--- config.mk ---
export PLATFORM = sky130hd
export DESIGN_NAME = dspx_guard
export DESIGN_NICKNAME = d
export VERILOG_FILES = /design/src/rtl/dspx_pkg.sv /design/src/rtl/dspx_priv_check.sv /design/src/rtl/dspx_sr_reg.sv /design/src/rtl/dspx_rpt_track.sv /design/src/rtl/dspx_guard.sv
export SDC_FILE = /design/constraint.sdc
export NUM_CORES = 1
export LEC_CHECK = 0
export BUFFER_PORTS_ARGS = -buffer_cell sky130_fd_sc_hd__buf_2
export CAP_MARGIN = 30
export CORE_UTILIZATION = 42
export DETAILED_ROUTE_END_ITERATION = 7
export PLACE_DENSITY = 0.84
export SYNTH_ARGS = -nofsm -noshare
export SYNTH_HDL_FRONTEND = slang
export SYNTH_SLANG_ARGS = --single-unit
--- constraint.sdc ---
create_clock -name clk -period 2.35 [get_ports clk]
set_input_delay 0.235 -clock clk [delete_from_list [all_inputs] [get_ports clk]]
set_output_delay 0.235 -clock clk [all_outputs]
set_load 0.01 [all_outputs]
--- src/rtl/dspx_pkg.sv ---
package dspx_pkg;

  localparam int SR_W     = 32;
  localparam int SR_RC_LO = 16;
  localparam int SR_RC_W  = 12;
  localparam int SR_MD    = 30;
  localparam int SR_DSP   = 12;
  localparam int SR_DMY   = 11;
  localparam int SR_DMX   = 10;
  localparam int SR_RF_LO = 2;
  localparam int SR_RF_W  = 2;

  typedef enum logic [1:0] {
    CLS_PLAIN = 2'd0,
    CLS_DSP   = 2'd1,
    CLS_SR_WR = 2'd2,
    CLS_SR_RD = 2'd3
  } ins_cls_e;

  // Fields a user-mode write may change while the DSP bit is set.
  function automatic logic [SR_W-1:0] sr_user_mask();
    logic [SR_W-1:0] m;
    m = '0;
    m[SR_RC_LO +: SR_RC_W] = '1;
    m[SR_DMY]              = 1'b1;
    m[SR_DMX]              = 1'b1;
    m[SR_RF_LO +: SR_RF_W] = '1;
    return m;
  endfunction

  localparam logic [SR_W-1:0] SR_USR_MASK = sr_user_mask();

endpackage

--- src/rtl/dspx_priv_check.sv ---
module dspx_priv_check
  import dspx_pkg::*;
#(
  parameter int                ADDR_W = 32,
  parameter logic [ADDR_W-1:0] WIN_LO = 32'hA500_0000,
  parameter logic [ADDR_W-1:0] WIN_HI = 32'hA5FF_FFFF
) (
  input  logic              clk,
  input  logic              rst_n,
  input  logic              inst_valid,
  input  ins_cls_e          cls,
  input  logic              user_mode,
  input  logic              dsp_en,
  input  logic              acc_valid,
  input  logic [ADDR_W-1:0] acc_addr,
  output logic              ill_inst,
  output logic              addr_err,
  output logic              sr_wr_ok
);

  logic cls_dsp;
  logic cls_sr;
  logic dsp_ill;
  logic sr_ill;
  logic upper_half;
  logic in_window;
  logic window_open;

  always_comb begin
    cls_dsp = (cls == CLS_DSP);
    cls_sr  = (cls == CLS_SR_WR) || (cls == CLS_SR_RD);

    // DSP class needs the enable bit regardless of mode.
    dsp_ill = inst_valid && cls_dsp && !dsp_en;
    // SR access from user code is privileged unless DSP mode is on.
    sr_ill  = inst_valid && cls_sr && user_mode && !dsp_en;

    ill_inst = dsp_ill || sr_ill;
    sr_wr_ok = inst_valid && (cls == CLS_SR_WR) && !sr_ill;
  end

  always_comb begin
    upper_half  = acc_addr[ADDR_W-1];
    in_window   = (acc_addr >= WIN_LO) && (acc_addr <= WIN_HI);
    window_open = dsp_en && in_window;
    addr_err    = acc_valid && user_mode && upper_half && !window_open;
  end

  a_r1_dsp_allowed: assert property (@(posedge clk) disable iff (!rst_n)
    (inst_valid && cls == CLS_DSP && dsp_en) |-> !ill_inst);

  a_r6_priv_never_faults: assert property (@(posedge clk) disable iff (!rst_n)
    !user_mode |-> !addr_err);

  a_r11_idle_quiet: assert property (@(posedge clk) disable iff (!rst_n)
    !inst_valid |-> (!ill_inst && !sr_wr_ok));

  a_r2_accept_or_fault: assert property (@(posedge clk) disable iff (!rst_n)
    !(sr_wr_ok && ill_inst));

endmodule

--- src/rtl/dspx_sr_reg.sv ---
module dspx_sr_reg
  import dspx_pkg::*;
(
  input  logic            clk,
  input  logic            rst_n,
  input  logic            wr_ok,
  input  logic            user_mode,
  input  logic [SR_W-1:0] wdata,
  output logic [SR_W-1:0] sr_q
);

  logic [SR_W-1:0] sr_d;
  logic            sr_en;

  always_comb begin
    sr_en = wr_ok;
    if (user_mode) begin
      sr_d = (sr_q & ~SR_USR_MASK) | (wdata & SR_USR_MASK);
    end else begin
      sr_d = wdata;
    end
  end

  always_ff @(posedge clk or negedge rst_n) begin
    if (!rst_n) begin
      sr_q <= '0;
    end else if (sr_en) begin
      sr_q <= sr_d;
    end
  end

  a_r3_full_load: assert property (@(posedge clk) disable iff (!rst_n)
    (wr_ok && !user_mode) |=> (sr_q == $past(wdata)));

  a_r4_protected_bits: assert property (@(posedge clk) disable iff (!rst_n)
    (wr_ok && user_mode) |=>
      (sr_q[SR_DSP] == $past(sr_q[SR_DSP])) && (sr_q[SR_MD] == $past(sr_q[SR_MD])));

endmodule

--- src/rtl/dspx_rpt_track.sv ---
module dspx_rpt_track #(
  parameter int CNT_W   = 12,
  parameter int POS_SAT = 4,
  localparam int POS_W  = $clog2(POS_SAT + 1)
) (
  input  logic             clk,
  input  logic             rst_n,
  input  logic             inst_valid,
  input  logic             rpt_detect,
  input  logic             rpt_end,
  input  logic [CNT_W-1:0] loop_cnt,
  output logic             active,
  output logic [POS_W-1:0] pos
);

  localparam logic [POS_W-1:0] POS_TOP = POS_W'(POS_SAT);

  logic             act_q;
  logic             act_d;
  logic [POS_W-1:0] pos_q;
  logic [POS_W-1:0] pos_d;
  logic [POS_W-1:0] pos_inc;
  logic             st_en;
  logic             cnt_nz;
  logic             start;

  always_comb begin
    cnt_nz = |loop_cnt;
    start  = inst_valid && rpt_detect && cnt_nz;
    active = (act_q || start) && cnt_nz;
    if (!active || start) begin
      pos = '0;
    end else begin
      pos = pos_q;
    end
    pos_inc = (pos == POS_TOP) ? pos : pos + 1'b1;
  end

  always_comb begin
    act_d = act_q;
    pos_d = pos_q;
    st_en = 1'b0;
    if (!cnt_nz) begin
      st_en = 1'b1;
      act_d = 1'b0;
      pos_d = '0;
    end else if (active && inst_valid) begin
      st_en = 1'b1;
      if (rpt_end) begin
        act_d = 1'b0;
        pos_d = '0;
      end else begin
        act_d = 1'b1;
        pos_d = pos_inc;
      end
    end
  end

  always_ff @(posedge clk or negedge rst_n) begin
    if (!rst_n) begin
      act_q <= 1'b0;
      pos_q <= '0;
    end else if (st_en) begin
      act_q <= act_d;
      pos_q <= pos_d;
    end
  end

  a_r10_zero_count_closed: assert property (@(posedge clk) disable iff (!rst_n)
    (loop_cnt == '0) |-> !active);

  a_r9_pos_idle_zero: assert property (@(posedge clk) disable iff (!rst_n)
    !active |-> (pos == '0));

  a_r9_pos_bounded: assert property (@(posedge clk) disable iff (!rst_n)
    pos <= POS_TOP);

  a_r8_end_closes: assert property (@(posedge clk) disable iff (!rst_n)
    (active && inst_valid && rpt_end) |=> (!active || (inst_valid && rpt_detect)));

endmodule

--- src/rtl/dspx_guard.sv ---
module dspx_guard
  import dspx_pkg::*;
#(
  parameter int ADDR_W  = 32,
  parameter int CNT_W   = 12,
  parameter int POS_SAT = 4,
  localparam int POS_W  = $clog2(POS_SAT + 1)
) (
  input  logic              clk,
  input  logic              rst_n,
  input  logic              inst_valid,
  input  logic [1:0]        inst_cls,
  input  logic              user_mode,
  input  logic              dsp_en,
  input  logic [SR_W-1:0]   sr_wdata,
  input  logic              acc_valid,
  input  logic [ADDR_W-1:0] acc_addr,
  input  logic              rpt_detect,
  input  logic              rpt_end,
  input  logic [CNT_W-1:0]  loop_cnt,
  output logic              ill_inst,
  output logic              addr_err,
  output logic              sr_wr_ok,
  output logic [SR_W-1:0]   sr_q,
  output logic              rpt_active,
  output logic [POS_W-1:0]  rpt_pos,
  output logic              int_inhibit
);

  ins_cls_e cls;

  assign cls = ins_cls_e'(inst_cls);

  dspx_priv_check #(
    .ADDR_W (ADDR_W)
  ) u_priv (
    .clk        (clk),
    .rst_n      (rst_n),
    .inst_valid (inst_valid),
    .cls        (cls),
    .user_mode  (user_mode),
    .dsp_en     (dsp_en),
    .acc_valid  (acc_valid),
    .acc_addr   (acc_addr),
    .ill_inst   (ill_inst),
    .addr_err   (addr_err),
    .sr_wr_ok   (sr_wr_ok)
  );

  dspx_sr_reg u_sr (
    .clk       (clk),
    .rst_n     (rst_n),
    .wr_ok     (sr_wr_ok),
    .user_mode (user_mode),
    .wdata     (sr_wdata),
    .sr_q      (sr_q)
  );

  dspx_rpt_track #(
    .CNT_W   (CNT_W),
    .POS_SAT (POS_SAT)
  ) u_rpt (
    .clk        (clk),
    .rst_n      (rst_n),
    .inst_valid (inst_valid),
    .rpt_detect (rpt_detect),
    .rpt_end    (rpt_end),
    .loop_cnt   (loop_cnt),
    .active     (rpt_active),
    .pos        (rpt_pos)
  );

  assign int_inhibit = rpt_active;

  a_r5_reject_holds: assert property (@(posedge clk) disable iff (!rst_n)
    (inst_valid && cls == CLS_SR_WR && ill_inst) |=> $stable(sr_q));

  a_r11_no_write_holds: assert property (@(posedge clk) disable iff (!rst_n)
    !inst_valid |=> $stable(sr_q));

endmodule

After elaboration in Yosys (flattened, before gate mapping) --
Index checks and enable logic that the tools add are counted. Widths: inputs -> output; s select.
Word-level totals: bits in registers 36, latch bits 0, memory bits (writable) 0, memory bits (read-only) 0, output and inout port bits 40, logic and storage cells 49, memories 0
Operators by class: $add $sub $neg 1, multiply operators 0, div/mod/pow operators 0, $lt $le $gt $ge 2, equal/unequal tests 5, shift-type cells 0, multiplexer cells 11, bitwise logic cells 1, reduce and logical (&&, ||, !) cells 26
Operator list (count):
- $ge 32x32->1 const B | 1
- $le 32x32->1 const B | 1
- $mux 32 | 1
- $or 32x28->32 | 1
- $logic_and 1x1->1 | 16
- $mux 3 | 5
- $reduce_or 12->1 | 1
- $mux 1 | 5
- $eq 2x2->1 const B | 2
- $logic_not 1->1 | 4
- $logic_or 1x1->1 | 4
- $add 3x1->3 const B | 1
- $eq 3x3->1 const B | 1
- $eq 2x1->1 const B | 1
- $ne 2x2->1 const B | 1
- $reduce_and 2->1 | 1

Logic depth before layout (Yosys ltp) --
Gate-level depths: netlist (run 1).
depth in word-level cells 12, gate-level depth with buffers 7

Modules after synthesis --
From an unflattened synthesis (run 1), not the netlist that was laid out.
Second synthesis, totals: cell total of the unflattened synthesis 128, area, all modules 1711.6 um2
By module, submodules not included:
- dspx_sr_reg | times used 1, cells each 69, area an instance 1260.0 um2
- dspx_rpt_track | times used 1, cells each 37, area an instance 307.8 um2
- dspx_priv_check | times used 1, cells each 21, area an instance 136.4 um2
- dspx_guard | times used 1, cells each 1, area an instance 7.5 um2

Worst setup path after synthesis (run 1) --
OpenSTA, ideal clock, no wires.
path kind input to register, start input loop_cnt[8], end register u_rpt.pos_q[2], data arrival time 1.600 ns, required time 2.256 ns, path slack 0.656 ns, stages on the path 7, buffers on the path 0, path through nor4_1 -> nand3_1 -> and3_1 -> ha_1 -> nand4b_1 -> o221ai_1 -> a211oi_1
Between the ends: longest elaborated chain between the ends 12
RTL lines:
- from (decl) | line dspx_guard.sv:20 | input logic [CNT_W-1:0] loop_cnt,
- $reduce_or 12->1 * | line dspx_rpt_track.sv:28 | cnt_nz = |loop_cnt;
- $logic_and 1x1->1 | line dspx_rpt_track.sv:29 | start = inst_valid && rpt_detect && cnt_nz;
- $logic_or 1x1->1 | line dspx_rpt_track.sv:30 | active = (act_q || start) && cnt_nz;
- $logic_and 1x1->1 | line dspx_rpt_track.sv:30
- $logic_not 1->1 | line dspx_rpt_track.sv:31 | if (!active || start) begin
- $logic_or 1x1->1 * | line dspx_rpt_track.sv:31
- $mux 3 * | line dspx_rpt_track.sv:31
- named net rpt_pos[0] | line dspx_guard.sv:26 | output logic [POS_W-1:0] rpt_pos,
- $add 3x1->3 or $eq 3x3->1 (tied branches) | line dspx_rpt_track.sv:36 | pos_inc = (pos == POS_TOP) ? pos : pos + 1'b1;
- $mux 3 * | line dspx_rpt_track.sv:36
- $mux 3 * | line dspx_rpt_track.sv:49 | if (rpt_end) begin
- $mux 3 * | line dspx_rpt_track.sv:47 | end else if (active && inst_valid) begin
- $mux 3 * | line dspx_rpt_track.sv:43 | if (!cnt_nz) begin
- to (signal assigned) | line dspx_rpt_track.sv:65 | pos_q <= pos_d;
- to (decl) | line dspx_rpt_track.sv:20 | logic [POS_W-1:0] pos_q;
The timed path passes the listed nets; every way through them passes the cells marked *. The select of a mux whose other input is x is not followed. A chain may end at the register's enable or synchronous reset.

Final worst setup path (run 1) --
start register u_rpt.act_q, end register u_rpt.pos_q[2]
Between the ends: longest elaborated chain between the ends 10
RTL lines:
- from (decl) | line dspx_rpt_track.sv:18 | logic act_q;
- from (signal assigned) | line dspx_rpt_track.sv:64 | act_q <= act_d;
- $logic_or 1x1->1 * | line dspx_rpt_track.sv:30
- $logic_and 1x1->1 * | line dspx_rpt_track.sv:30
- $logic_not 1->1 | line dspx_rpt_track.sv:31
- $logic_or 1x1->1 | line dspx_rpt_track.sv:31
- $mux 3 | line dspx_rpt_track.sv:31
- $add 3x1->3 or $eq 3x3->1 (tied branches) | line dspx_rpt_track.sv:36
- $mux 3 | line dspx_rpt_track.sv:36
- $mux 3 | line dspx_rpt_track.sv:49
- $mux 3 | line dspx_rpt_track.sv:47
- $mux 3 | line dspx_rpt_track.sv:43
Every way passes the cells marked *; elsewhere a longest branch is shown, timed or not. The select of a mux whose other input is x is not followed.

==> results.md, run 1 <==
- For the pin with the worst max-slew slack, the measured transition is 775.8 ps.
- The met3 usage is 6.159%.
- Clock-pin slew was measured on the worst setup and hold paths at 80 ps.
- The clock period minus worst slack is 1874 ps.
- The buffering stage count on the worst path with inverters included is 0.
- The number of enable flip-flop cells after synthesis is 0.
- The final sum of negative setup slack is 0 ps.
- The critical path goes through a21boi_1 > nand3_1 > ha_1 > nand4b_1 > o221ai_1 > a211oi_1.
- Yosys attributes the largest share of cell area to dfrtp_1, mux2_2, and3_1.
- The cell chosen for the clock root is clkbuf_8.
- In this run the power density over the cells is 774.4 mW/mm².
- For flop-to-flop paths, the worst setup slack is 480 ps.
- In this run, the combinational gates consume 25.9% of the power.
- The total core area is 0.003661 mm².
- The layout has 303 filler cells.
- The worst voltage drop across the vdd grid is 0.5688 mV.
- The clock tree synthesis step divided the H-tree into 2 levels.
- The share of the synthesized area in the top cell type is 56.38%.
- The worst register-to-register path begins at u_rpt.act_q.
- The number of hold buffers added after CTS was 0.
- The maximum fanout along the worst path is 8.
- The count of clock tree sinks is 36.
- Sequential cells were found to cover 56.38% of the synthesized design area.
- Once detailed placement completed, the half-perimeter wirelength came to 2654 µm.
- The portion of the clock cycle consumed by the worst path in the final layout is 79.73%.
- For this run, the detailed router's first-pass iteration total came to 4.
- Synthesis inferred 36 register bits.
- The number of rows in the core area is 22.
- The busiest metal layer after global routing is met2.
- Once the floorplan was initialized, standard cells occupied 43.64% of the core.
- The leakage power figure is 1.147 nW.
- The maximum number of pins on one net before global-route repair is 37.
- The number of global-route vias before repair is 1,277.
- The worst relative slew slack is 48.28%.
- The endpoint identified for the worst register-to-register timing path is u_rpt.pos_q[2].
- The area of the die is 0.004055 mm².
- After detailed routing, the average wire length per cell comes to 12.94 µm.
- In this run the deepest clock path goes through 2 buffers.
- The net switching component of the power is 0.5001 mW.
- In this run the remaining antenna-violating nets after routing total 0.
- The clock tree from TritonCTS is done.
- The gate count of the mapped netlist is 113.
- Once routing completed, OpenROAD measured the worst setup slack at 476.3 ps.
- The largest single stage delay on the critical path is 480 ps.
- The detailed-route via count is 1,319.
- The total of cells resized after clock tree synthesis is 0.
- The overall fraction of global-route tracks in use is 17.89%.
- After synthesis, the most frequently instantiated cells are dfrtp_1, mux2_2, nand3_1.
- The gate family responsible for the most delay along the worst path is compound AO/OA/AOI/OAI gates.
- After synthesis, the mean cell area works out to 14.14 µm².
- The met2 track demand over resource in global routing is 30.32%.
- The synthesized cell area is 0.001598 mm².
- The multi-input combinational cells in the finished layout cover a total of 663.1 µm².
- The post-CTS setup repair buffer count is 0.
- Setup repair after global routing left no endpoint under its margin.
- The top cell type by total area after synthesis is dfrtp_1.
- STA classifies the critical path endpoint as a flip-flop.
- The worst setup path is of the flip-flop to flip-flop kind.
- The count of final max-slew check failures came to 0.
- The count of input and output buffers is 101.
- For met1 alone, demand over resource in global routing was 20.14%.
- Using the TritonRoute via totals, the vias-per-cell ratio works out to 4.940.
- The hold slack is 26.93 ps.
- The die boundary width is 63.68 µm.
- At the later pin of the worst-skew pair, clock insertion delay measures 280 ps.
- The leading register cell type out of synthesis is dfrtp_1.
- Cells fill 61.00% of the core in the end.
- The cell type of the slowest stage on the worst timing path is a21boi_1.
- The total design power is 1.730 mW.
- Data on the critical path arrives at its endpoint at 2030 ps.
- The share of total power in sequential cells is 47.1%.
- At the end of routability-driven placement, the weighted congestion stood at 0.8044.
- The global-route wire length before repair is 5423 µm.
- The number of warnings issued by yosys is 0.
- The internal portion of the total power is 1.229 mW.
- For the worst setup path, the data required time is 2510 ps.
- The final net count is 306.
- In the routed design, unresolved DRC markers number 0.
- Counting the buffers created by CTS gives 5.
- The number of antenna violations at the first check in global routing is 0.
- The count of different cell masters after synthesis is 29.
- In this run the worst hold path is classified as primary input to asynchronous set/reset pin.
- Pin placement for this block handled 126 I/O pins.
- The most common cell in the synthesized netlist is dfrtp_1.
- The clock arrives with 5.927 ps of skew.
- The fraction of power spent switching nets is 28.91%.
- The number of nets produced by synthesis is 201.
- The area growth from synthesis to layout is 39.78%.
- The final routed wirelength across all metal layers is 3456 µm.
- Setup violations remaining at the end of the flow were counted as 0.
- In the final layout, the share of cells above drive strength 1 is 67.12%.
- The share of total power in the clock network is 27.0%.
- The tool flagged a number of max-cap violations equal to 0.
- After the first detailed-routing iteration, the DRC count stood at 59.
- The count of endpoints failing hold in the final timing report came to 0.
- Static timing analysis puts the maximum clock frequency at 0.5337 GHz.
- The overall die height is 63.68 µm.
- The total overflow left after global routing is 0.
- Registers take 900.9 µm².
- The flow ran to the end, and the final reports show no timing, DRC or antenna violations.
- The repair_antennas step left the layout with diodes totalling 0.
- The number of cells on the worst reg-to-reg path is 6.
- In the synthesized netlist the async set-or-reset flop fraction comes to 100.0%.
- The worst setup path is launched from a flip-flop.
- Prior to clock tree synthesis, the placed netlist has a worst setup slack of 336.3 ps.
## metrics by stage
| stage | cells | area [µm²] |
|---|---|---|
| finish | 267 | 2233 |
| global route | 267 | 2233 |
| CTS | 267 | 2233 |
| detailed placement | 259 | 2137 |
| global placement | 259 | 2137 |
| floorplan | 113 | 1598 |
## worst max path at each step
stage	start	endpoint	slack, ps	cells past startpoint
after floorplan	loop_cnt[8]	u_rpt.pos_q[2]	660	7
after global placement	loop_cnt[8]	u_rpt.pos_q[2]	410	8
after detailed placement	loop_cnt[7]	u_rpt.pos_q[2]	340	8
after CTS	u_rpt.act_q	u_rpt.pos_q[2]	450	6
after global routing	u_rpt.act_q	u_rpt.pos_q[2]	330	6
final	u_rpt.act_q	u_rpt.pos_q[2]	480	6
## layer usage
metal  part of all wire, %  vias to the layer above
met5                     0                        -
met2                    49                       64
li1                      -                      630
met4                  0.90                        0
met1                    42                      621
met3                   8.3                        4
## layout make-up
class | count | area share, %
well taps | 48 | 2.689
multi-input cells | 72 | 29.69
repair buffers | 101 | 22.63
clock inverters | 2 | 0.6162
flip-flops and latches | 36 | 40.34
inverters | 2 | 0.3361
clock buffers | 6 | 3.697
## layout by cell type, fill, tap and decap left out, drive strengths merged, types with 3 or more instances in the layout
master	n
and3	5
nor4	3
dfrtp	36
clkbuf	6
nand3	5
a21oi	4
buf	101
mux2	33
inv	3
nor2	3
## power by group through the flow
stage          logic (mW)  clock network [mW]  registers, mW
2_1_floorplan       0.174                   0          0.882
3_5_place_dp        0.455                   0          0.826
5_1_grt             0.487               0.504          0.831
4_1_cts             0.456               0.476          0.816
3_3_place_gp        0.442                   0          0.819
6_report            0.449               0.466          0.814
## worst register-to-register path: stages, from the launching register on
cell	delay [ps]
dfrtp_1	400
a21boi_1	480
nand3_1	140
ha_1	240
nand4b_1	180
o221ai_1	200
a211oi_1	100
## cell families after synthesis
family          synth area share (%)
fa+ha+maj                      1.566
mux                            23.26
compound gates                 6.265
flops                          56.38
buf+inv                        2.114
simple gates                   10.42
## flip-flops by register name (all words and copies together), names as in the netlist
register and cells:
u_rpt.pos_q 3, u_rpt.act_q 1, u_sr.sr_q 32
Power figures use the tool's default switching activity.
==> run 2: changes to the inputs <==
- CORE_UTILIZATION: 42 -> 39
- PLACE_DENSITY: 0.84 -> 0.79
- clock period: 2.35 -> 1.8 ns (I/O delays scaled with it)
==> run 2 against run 1 <==
Net effect:
- the flow now finishes with violations (negative hold slack)
- setup slack worse by 250 ps
- worst hold slack worse by 47 ps
- critical path depth up 1
==> results.md, run 2 (synthesis gave the netlist of run 1 again) <==
- The area used by multi-input combinational logic is 666.9 µm² (+0.57%).
- The portion of the clock cycle consumed by the worst path in the final layout was 87.19% (+7.5 points).
- The number of iterations in the first detailed-routing pass is 4 (unchanged).
- The number of buffers on the longest clock path is 2 (unchanged).
- In this run the worst hold path is classified as primary input to asynchronous set/reset pin.
- The global-route wire length before repair came to 5678 µm (+4.7%).
- The cell chosen for the clock root is clkbuf_8.
- In this run the critical register-to-register path is launched from u_rpt.act_q.
- The number of rows in the core area came to 22 (unchanged).
- The share of total power in sequential cells was 47.7% (+0.6 points).
- Setup repair after global routing left no endpoint under its margin.
- The number of H-tree levels is 2 (unchanged).
- The most common cell after layout, fill and taps aside is buf_2.
- The number of buffers inserted for hold repair after clock tree synthesis was 0 (unchanged).
- The total design power is 2.221 mW (+28%).
- The residual overflow from global routing is 0 (unchanged).
- The hold slack came to -20.32 ps (-47.25 ps).
- The number of cells on the worst reg-to-reg path is 7 (+1).
- The post-detailed-route count of antenna-violating nets came to 0 (unchanged).
- The power per cell area is 979.1 mW/mm² (+26%).
- The die boundary width came to 66.01 µm (+3.7%).
- The count of clock tree sinks is 36 (unchanged).
- The number of antenna violations at the first check in global routing was 0 (unchanged).
- The clock period minus worst slack came to 1569 ps (-304.2 ps).
- The smallest setup slack after layout was 230.5 ps (-245.8 ps).
- The power share of the combinational group came to 27.1% (+1.2 points).
- The share of total power in the clock network is 25.2% (-1.8 points).
- The register-to-register setup slack came to 230 ps (-250 ps).
- The fraction of power spent switching nets is 28.80% (-0.12 points).
- The required time reported for the critical path endpoint is 1950 ps (-560 ps).
- The most flop-heavy register is u_sr.sr_q.
- The worst relative slew slack is 47.17% (-1.1 points).
- The initial cell density of the core is 42.06% (-1.6 points).
- The run finished, with violations left.
- The worst setup path is captured at a flip-flop.
- The internal power is 1.581 mW (+29%).
- The critical path data arrival time is 1720 ps (-310 ps).
- The overall fraction of global-route tracks in use was 17.30% (-0.59 points).
- The worst setup slack after placement is -24.62 ps (-360.9 ps).
- The clock-pin transition on the worst setup and hold timing paths is 70 ps (about the same).
- The critical path class is flip-flop to flip-flop.
- The startpoint type of the worst setup path is a flip-flop.
- The fraction of layout cells with a size suffix above 1 came to 67.26% (+0.14 points).
- The area of all sequential standard cells is 900.9 µm² (unchanged).
- The placed instance count is 262 (+1.2%).
- The number of global-route vias before repair is 1,355 (+6.1%).
- The count of input and output buffers was 101 (unchanged).
- The global placement routability congestion is 0.8055 (+0.14%).
- The count of final max-slew check failures was 0 (unchanged).
- The final reports fail on negative hold slack.
- The library cells used most frequently in the layout, excluding fill and tap cells, are buf_2, dfrtp_1, mux2_2.
- The max-cap check violation count is 0 (unchanged).
- The per-cell routed wire length is 12.98 µm (+0.29%).
- The final net count is 310 (+1.3%).
- The source-to-sink clock delay at the later pin of the worst-skew pair is 280 ps (about the same).
- The count of filler cells inserted in the layout is 322 (+6.3%).
- The average via count per standard cell is 5.004 (+1.3%).
- The final sum of negative setup slack was 0 ps (unchanged).
- The total half-perimeter wirelength after legalization and detailed placement came to 2667 µm (+0.49%).
- The maximum number of pins on one net before global-route repair came to 37 (unchanged).
- The final standard cell count with taps included and fillers excluded was 271 (+1.5%).
- The number of flip-flops in the largest register is 32 (unchanged).
- The maximum fanout along the worst path is 6 (-2).
- In this run the critical register-to-register path is captured at u_rpt.pos_q[2].
- The largest registers in the layout are u_sr.sr_q: 32 flops, u_rpt.pos_q: 3 flops, u_rpt.act_q: 1 flops.
- The clock skew after layout is 3.268 ps (-2.660 ps).
- The final routed wirelength across all metal layers is 3518 µm (+1.8%).
- The number of antenna repair diodes is 0 (unchanged).
- The transition time at the pin with the least slew margin is 792.5 ps (+16.71 ps).
- The DRC violation count after routing is 0 (unchanged).
- The area of the die is 0.004357 mm² (+7.4%).
- The top-level I/O count is 126 (unchanged).
- The total core area is 0.003799 mm² (+3.8%).
- The count of final setup violators was 0 (unchanged).
- The number of buffers inserted during clock tree synthesis is 5 (unchanged).
- TritonCTS built the clock tree.
- The number of DRC violations after detailed-routing iteration 0 is 74 (+25%).
- The detailed-route via count came to 1,356 (+2.8%).
- The leakage power figure is 1.160 nW (+1.2%).
- The overall die height is 66.01 µm (+3.7%).
- The achievable frequency came to 0.6372 GHz (+19%).
- The net switching component of the power is 0.6396 mW (+28%).
- The layout overhead on the synthesized area is 41.97%.
- The count of endpoints failing hold in the final timing report was 36 (+36).
- The worst voltage drop across the vdd grid was 0.6661 mV (+17%).
-- run 2: critical path: stages, from the launching register on --
cell	delay [ps]
dfrtp_1	350
a21boi_2	190
buf_4	160
nand3_1	80
ha_1	220
nand4b_1	180
o221ai_1	180
a211oi_1	100
-- run 2: how the worst max path moves through the flow --
stage           startpoint  slack (ps)        endpoint
2_1_floorplan  u_rpt.act_q         140  u_rpt.pos_q[2]
3_3_place_gp   loop_cnt[8]         0.8  u_rpt.pos_q[2]
3_5_place_dp   loop_cnt[8]         -20  u_rpt.pos_q[2]
4_1_cts        u_rpt.act_q         100  u_rpt.pos_q[2]
5_1_grt        u_rpt.act_q          80  u_rpt.pos_q[2]
6_report       u_rpt.act_q         230  u_rpt.pos_q[2]
-- run 2: power groups by stage --
stage | Clock (mW) | Sequential [mW] | Combinational [mW]
2_1_floorplan | 0 | 1.15 | 0.227
3_3_place_gp | 0 | 1.07 | 0.591
3_5_place_dp | 0 | 1.08 | 0.602
4_1_cts | 0.575 | 1.06 | 0.605
5_1_grt | 0.609 | 1.08 | 0.662
6_report | 0.559 | 1.06 | 0.603
-- run 2: stage by stage --
step                util [%]  hold WS (ps)  cell area [µm²]
detailed placement     57.18         311.2             2172
global placement       57.18         310.3             2172
finish                 59.72        -20.32             2268
CTS                    59.42       0.06489             2257
global route           59.72         39.47             2268
floorplan                  -        -115.6             1598
-- run 2: layout make-up --
| cell class | count | share of cell area [%] |
|---|---|---|
| Tap cell | 48 | 2.648 |
| Clock buffer | 7 | 3.365 |
| Sequential cell | 36 | 39.71 |
| Clock inverter | 1 | 0.3861 |
| Multi-Input combinational cell | 72 | 29.40 |
| Inverter | 2 | 0.3309 |
| Timing Repair Buffer | 105 | 24.16 |
-- run 2: what timing repair did --
item,4_1_cts,5_1_grt
endpoints found under the setup margin,0,2
gates resized for setup,0,1
setup buffers,0,1
-- run 2: routing by layer --
layer | vias up | global-route usage [%] | share of wire, % | routed length (µm)
li1 | 638 | - | - | -
met1 | 657 | 18.35 | 39 | 1380
met2 | 59 | 31.76 | 53 | 1865
met3 | 2 | 5.690 | 7.2 | 253
met4 | 0 | 5.851 | 0.54 | 19
met5 | - | 0 | 0 | 0
